`src/rtl/tr_pkg.sv`:
```
package tr_pkg;
    typedef enum logic {
        ST_OPEN,
        ST_LOCKED
    } lock_state_e;

    typedef enum logic [1:0] {
        RG_HIGH,
        RG_LOW,
        RG_OTHER
    } region_e;
endpackage

```
`src/rtl/tr_addr_decode.sv`:
```
module tr_addr_decode
    import tr_pkg::*;
#(
    parameter int ADDR_W  = 4,
    parameter int HI_ADDR = 2,
    parameter int LO_ADDR = 3
) (
    input  logic [ADDR_W-1:0] addr,
    output region_e           region
);
    localparam logic [ADDR_W-1:0] HI_A = ADDR_W'(HI_ADDR);
    localparam logic [ADDR_W-1:0] LO_A = ADDR_W'(LO_ADDR);

    always_comb begin
        if (addr == HI_A)      region = RG_HIGH;
        else if (addr == LO_A) region = RG_LOW;
        else                   region = RG_OTHER;
    end
endmodule

```
`src/rtl/tr_lock_fsm.sv`:
```
module tr_lock_fsm
    import tr_pkg::*;
(
    input  logic        clk,
    input  logic        rst_n,
    input  logic        rd_en,
    input  region_e     region,
    output lock_state_e state,
    output logic        capture,
    output logic        use_snap
);
    lock_state_e state_q, state_d;

    always_ff @(posedge clk) begin
        if (!rst_n) state_q <= ST_OPEN;
        else        state_q <= state_d;
    end

    always_comb begin
        state_d  = state_q;
        capture  = 1'b0;
        use_snap = 1'b0;
        unique case (state_q)
            ST_OPEN: begin
                if (rd_en && region != RG_OTHER) begin
                    capture = 1'b1;
                    state_d = ST_LOCKED;
                end
            end
            ST_LOCKED: begin
                use_snap = 1'b1;
                if (rd_en) state_d = ST_OPEN;
            end
            default: state_d = ST_OPEN;
        endcase
    end

    assign state = state_q;

    a_r3_lock_set: assert property (@(posedge clk) disable iff (!rst_n)
        (state_q == ST_OPEN && rd_en && region != RG_OTHER) |=> state_q == ST_LOCKED);
    a_r4_release: assert property (@(posedge clk) disable iff (!rst_n)
        (state_q == ST_LOCKED && rd_en) |=> state_q == ST_OPEN);
    a_r5_no_lock_other: assert property (@(posedge clk) disable iff (!rst_n)
        (state_q == ST_OPEN && rd_en && region == RG_OTHER) |=> state_q == ST_OPEN);
endmodule

```
`src/rtl/tr_sample_store.sv`:
```
module tr_sample_store #(
    parameter int TEMP_W = 16
) (
    input  logic              clk,
    input  logic              rst_n,
    input  logic              upd_valid,
    input  logic [TEMP_W-1:0] upd_data,
    input  logic              capture,
    output logic [TEMP_W-1:0] live,
    output logic [TEMP_W-1:0] snap
);
    logic [TEMP_W-1:0] live_q, snap_q;

    always_ff @(posedge clk) begin
        if (!rst_n) begin
            live_q <= '0;
            snap_q <= '0;
        end else begin
            if (upd_valid) live_q <= upd_data;
            if (capture)   snap_q <= live_q;
        end
    end

    assign live = live_q;
    assign snap = snap_q;

    a_r6_snap_pre_update: assert property (@(posedge clk) disable iff (!rst_n)
        capture |=> snap_q == $past(live_q));
    a_r3_snap_frozen: assert property (@(posedge clk) disable iff (!rst_n)
        !capture |=> $stable(snap_q));
endmodule

```
`src/rtl/tempreg_locked.sv`:
```
module tempreg_locked
    import tr_pkg::*;
#(
    parameter int          DATA_W  = 8,
    parameter int          ADDR_W  = 4,
    parameter int          HI_ADDR = 2,
    parameter int          LO_ADDR = 3,
    parameter logic [7:0]  FILL    = 8'hA5
) (
    input  logic                  clk,
    input  logic                  rst_n,
    input  logic                  upd_valid,
    input  logic [2*DATA_W-1:0]   upd_data,
    input  logic                  rd_en,
    input  logic [ADDR_W-1:0]     rd_addr,
    output logic [DATA_W-1:0]     rd_data,
    output logic [2*DATA_W-1:0]   fan_temp
);
    localparam int TEMP_W = 2 * DATA_W;

    region_e           region;
    lock_state_e       state;
    logic              capture, use_snap;
    logic [TEMP_W-1:0] live, snap, src;
    logic [DATA_W-1:0] rd_q, rd_d;

    tr_addr_decode #(.ADDR_W(ADDR_W), .HI_ADDR(HI_ADDR), .LO_ADDR(LO_ADDR)) u_dec (
        .addr   (rd_addr),
        .region (region)
    );

    tr_lock_fsm u_fsm (
        .clk      (clk),
        .rst_n    (rst_n),
        .rd_en    (rd_en),
        .region   (region),
        .state    (state),
        .capture  (capture),
        .use_snap (use_snap)
    );

    tr_sample_store #(.TEMP_W(TEMP_W)) u_store (
        .clk       (clk),
        .rst_n     (rst_n),
        .upd_valid (upd_valid),
        .upd_data  (upd_data),
        .capture   (capture),
        .live      (live),
        .snap      (snap)
    );

    assign src = use_snap ? snap : live;

    always_comb begin
        unique case (region)
            RG_HIGH: rd_d = src[TEMP_W-1:DATA_W];
            RG_LOW:  rd_d = src[DATA_W-1:0];
            default: rd_d = DATA_W'(FILL);
        endcase
    end

    always_ff @(posedge clk) begin
        if (!rst_n)     rd_q <= '0;
        else if (rd_en) rd_q <= rd_d;
    end

    assign rd_data  = rd_q;
    assign fan_temp = live;

    a_r7_fan_follows: assert property (@(posedge clk) disable iff (!rst_n)
        upd_valid |=> fan_temp == $past(upd_data));
    a_r8_hold: assert property (@(posedge clk) disable iff (!rst_n)
        !rd_en |=> $stable(rd_data));
    a_r5_fill: assert property (@(posedge clk) disable iff (!rst_n)
        (rd_en && region == RG_OTHER) |=> rd_data == DATA_W'(FILL));
    a_r6_read_pre_update: assert property (@(posedge clk) disable iff (!rst_n)
        (state == ST_OPEN && rd_en && region == RG_HIGH) |=> rd_data == $past(live[TEMP_W-1:DATA_W]));
    a_r4_locked_from_snap: assert property (@(posedge clk) disable iff (!rst_n)
        (state == ST_LOCKED && rd_en && region == RG_LOW) |=> rd_data == $past(snap[DATA_W-1:0]));
endmodule

```
`config.mk`:
```
export PLATFORM = sky130hd
export DESIGN_NAME = tempreg_locked
export DESIGN_NICKNAME = d
export VERILOG_FILES = /design/src/rtl/tr_pkg.sv /design/src/rtl/tr_addr_decode.sv /design/src/rtl/tr_lock_fsm.sv /design/src/rtl/tr_sample_store.sv /design/src/rtl/tempreg_locked.sv
export SDC_FILE = /design/constraint.sdc
export NUM_CORES = 1
export LEC_CHECK = 0
export ABC_AREA = 0
export BUFFER_PORTS_ARGS = -buffer_cell sky130_fd_sc_hd__buf_4
export CELL_PAD_IN_SITES_DETAIL_PLACEMENT = 2
export CELL_PAD_IN_SITES_GLOBAL_PLACEMENT = 2
export CORE_MARGIN = 2
export CORE_UTILIZATION = 32
export CTS_BUF_LIST = sky130_fd_sc_hd__clkbuf_2 sky130_fd_sc_hd__clkbuf_4 sky130_fd_sc_hd__clkbuf_8
export CTS_CLUSTER_SIZE = 12
export DETAILED_ROUTE_END_ITERATION = 12
export PLACE_DENSITY_LB_ADDON = 0.1
export SLEW_MARGIN = 15
export SYNTH_ARGS = -nofsm -noshare
export SYNTH_HDL_FRONTEND = slang
export SYNTH_SLANG_ARGS = --single-unit
```
`constraint.sdc`:
```
create_clock -name clk -period 2 [get_ports clk]
set_clock_uncertainty 0.15 [all_clocks]
set_input_delay 0.2 -clock clk [delete_from_list [all_inputs] [get_ports clk]]
set_output_delay 0.2 -clock clk [all_outputs]
set_load 0.05 [all_outputs]
```
==> impl_metrics.csv <==
group,metric,value,unit
pwr,ir_worst_vdd,0.301,mV
clock_tree,cts_tree,"yes",
finish,post-route-util,0.445,
clock_tree,h-tree-depth,2,
clock_tree,post_cts_buffers,0,
placed_design,io_buffers,47,
placed_design,hpwlAfterDp,3.55,mm
synth,synth_nets,190,
worst_setup_path,worstPathCellList,"clkinv_1, buf_4, nand3_1, a21oi_1",
finish,diodes,0,
clock_tree,cts_root_buf,"clkbuf_8",
synth,synth_top_cell_by_area,"dfxtp_1",
timing,fin_crit,1.59,ns
routing,vias,1494,
worst_setup_path,critPathCaptureType,"flip-flop",
routing,dr.pass1.iters,4,
global_route,grt_pass1_vias,1661,
clock_tree,numCtsBuffers,5,
finish,fin_cells,290,
synth,synth-seq-cells,41,
routing,wl_met3,200,um
synth,synth.top_cell.area_share,0.483,
finish,nets,243,
timing,worst_pin_slew,0.632,ns
floorplanning,die-height,76.9,um
worst_setup_path,path_buf_inv,2,
routing,wl_met2,2.77,mm
worst_setup_path,worstSetupStartpointType,"flip-flop",
min_path,hp-class,"in -> reg",
synth,synth_top_family_by_area,"multiplexers",
synth,synth-simple-area-share,0.122,
synth,synth.distinct_cells,20,
floorplanning,die_w,76.9,um
worst_setup_path,critPathTopFamily,"buffers and inverters",
synth,yosysWarnings,0,
synth,synth_mux_area_frac,0.207,
global_route,grt_overflow,0,
floorplanning,core.rowCount,26,
synth,synthAdderAreaFrac,0,
placed_design,gp_congestion,0.791,
global_route,grt_start_max_net_pins,38,
global_route,grt_pass1_wl,8.54,mm
timing,finalSetupViolCount,0,
timing,fmax,629,MHz
routing,drt-wirelength-per-cell,18.1,um
finish,final_common_cell,"buf_4",
timing,rsz0062_at_grt,"false",
worst_setup_path,critPathMaxFanout,14,
routing,drtIter0Drc,79,
worst_setup_path,arrival,1.60,ns
timing,finalSetupTns,0,ns
routing,highest_layer,"met4",
clock_tree,cts_sinks,41,
timing,finalHoldViolCount,0,
placed_design,dp.cells,272,
synth,syn_inst,166,
finish,drive_above_1_share,0.318,
clock_tree,clk_pin_slew,0.09,ns
global_route,groute.usage.overall,0.187,
timing,slew_viol_final,0,
floorplanning,ioPinCount,48,
synth,yosys.area_share.xor_xnor,0,
pwr,powerDensity,757,nW/um^2
timing,slew_headroom,0.578,
clock_tree,insertion_delay,0.30,ns
floorplanning,start_util,0.333,
worst_setup_path,crit_slowest_cell,"dfxtp_2",
finish,layout_common_cells,"buf_4 (51), dfxtp_1 (40), nor2_1 (21)",
finish,areaGrowthSynthToFinish,33.7,%
run,cap_violations,0,
worst_setup_path,max_stage_delay,0.50,ns
status,outcome,"complete, no violations",
floorplanning,dieArea,5910,sq um
floorplanning,fp.coreArea,5110,sq um
synth,synth_compound_area_frac,0.133,
pwr,leakage,0.000932,uW
routing,routed_wl,5.24,mm
worst_setup_path,path_class,"reg -> reg",
routing,ant_nets,0,
synth,seq_area_frac_synth,0.483,
synth,ys_top_cells_by_area,"dfxtp_1 (48%), mux4_2 (11%), mux2i_1 (9.4%)",
synth,avgSynthCellArea,10.2,sq um
routing,vias_per_cell,5.15,
routing,drc,0,
global_route,grt_antenna_before_repair,0,
worst_setup_path,crit_required,2.01,ns
synth,syn_area,1700,sq um
clock_tree,clk_path_buf_depth,2,
timing,fin_crit_sh,0.795,
routing,wl_met1,2.21,mm
## cell families (layout without fill, tap and decap cells)
kind of cell | after synthesis | in the layout
simple gates | 43 | 43
flops | 41 | 41
compound gates | 40 | 40
mux | 25 | 25
buf+inv | 17 | 71
## metrics by stage
stage / cell area, sq um / power, uW / hold slack (ns) / worst slack [ns]
finish: 2270 / 1720 / 0.00387 / 0.410
CTS: 2260 / 1740 / 0.00665 / 0.128
floorplan: 1700 / 1070 / 0.192 / 0.553
global placement: 2080 / 1160 / 0.282 / 0.344
global route: 2270 / 1810 / 0.00694 / 0.280
detailed placement: 2080 / 1180 / 0.296 / 0.157
## power breakdown
part	total [uW]	switching (uW)	leakage, uW	internal (uW)
Clock	551	295	0.0000484	256
Sequential	876	30.7	0.000335	845
Combinational	293	171	0.000548	122
Total	1720	496	0.000932	1220
## synthesized netlist by cell type
library cell	count
clkinv_1	1
a21oi_1	20
mux4_2	8
buf_2	3
nand4bb_1	1
o21ai_0	15
inv_2	1
o21ai_1	1
and4bb_1	1
nor2b_1	4
buf_4	3
buf_1	3
dfxtp_1	41
mux2i_1	16
mux2_2	1
buf_6	2
o221a_1	4
nand3_1	16
clkbuf_1	4
nor2_1	21
## what timing repair did
| item | in CTS | in global routing |
|---|---|---|
| hold buffers | 9 | 1 |
| resized for setup | 0 | 1 |
| setup endpoints to repair | 0 | 4 |
| hold endpoints to repair | 9 | 1 |
## layout make-up
| class | instances | area (sq um) |
|---|---|---|
| clock buffer | 6 | 76.3 |
| inverter | 2 | 7.51 |
| sequential | 41 | 822 |
| multi-input combinational | 108 | 785 |
| clock inverter | 2 | 10.0 |
| fill | 569 | 2840 |
| tap | 70 | 87.6 |
| timing repair buffer | 61 | 483 |
## path summary, 6_finish.rpt
| check | start | to | slack [ns] | depth (start not counted) |
|---|---|---|---|---|
| max reg2reg | u_fsm.state$_SDFF_PN0_ | u_store.snap[12]$_SDFFE_PN0P_ | 0.41 | 4 |
| min | upd_data[13] | u_store.live[13]$_SDFFE_PN0P_ | 0.004 | 3 |
| min reg2reg | u_store.snap[10]$_SDFFE_PN0P_ | u_store.snap[10]$_SDFFE_PN0P_ | 0.34 | 2 |
| max | u_fsm.state$_SDFF_PN0_ | u_store.snap[12]$_SDFFE_PN0P_ | 0.41 | 4 |
## layer usage
metal	GRT usage	up-vias
li1	-	699
met1	0.210	753
met2	0.342	36
met3	0.0471	6
met4	0.0600	0
met5	0	-
## worst min-delay path: stages
cell and delay (ns):
buf_4 0.08, mux2i_1 0.06, nor2_1 0.07
## flip-flops by register name, indices dropped and copies added, names as in the netlist
| signal | count |
|---|---|
| u_store.snap | 16 |
| rd_data | 8 |
| u_fsm.state | 1 |
| u_store.live | 16 |
Power figures use the tool's default switching activity.
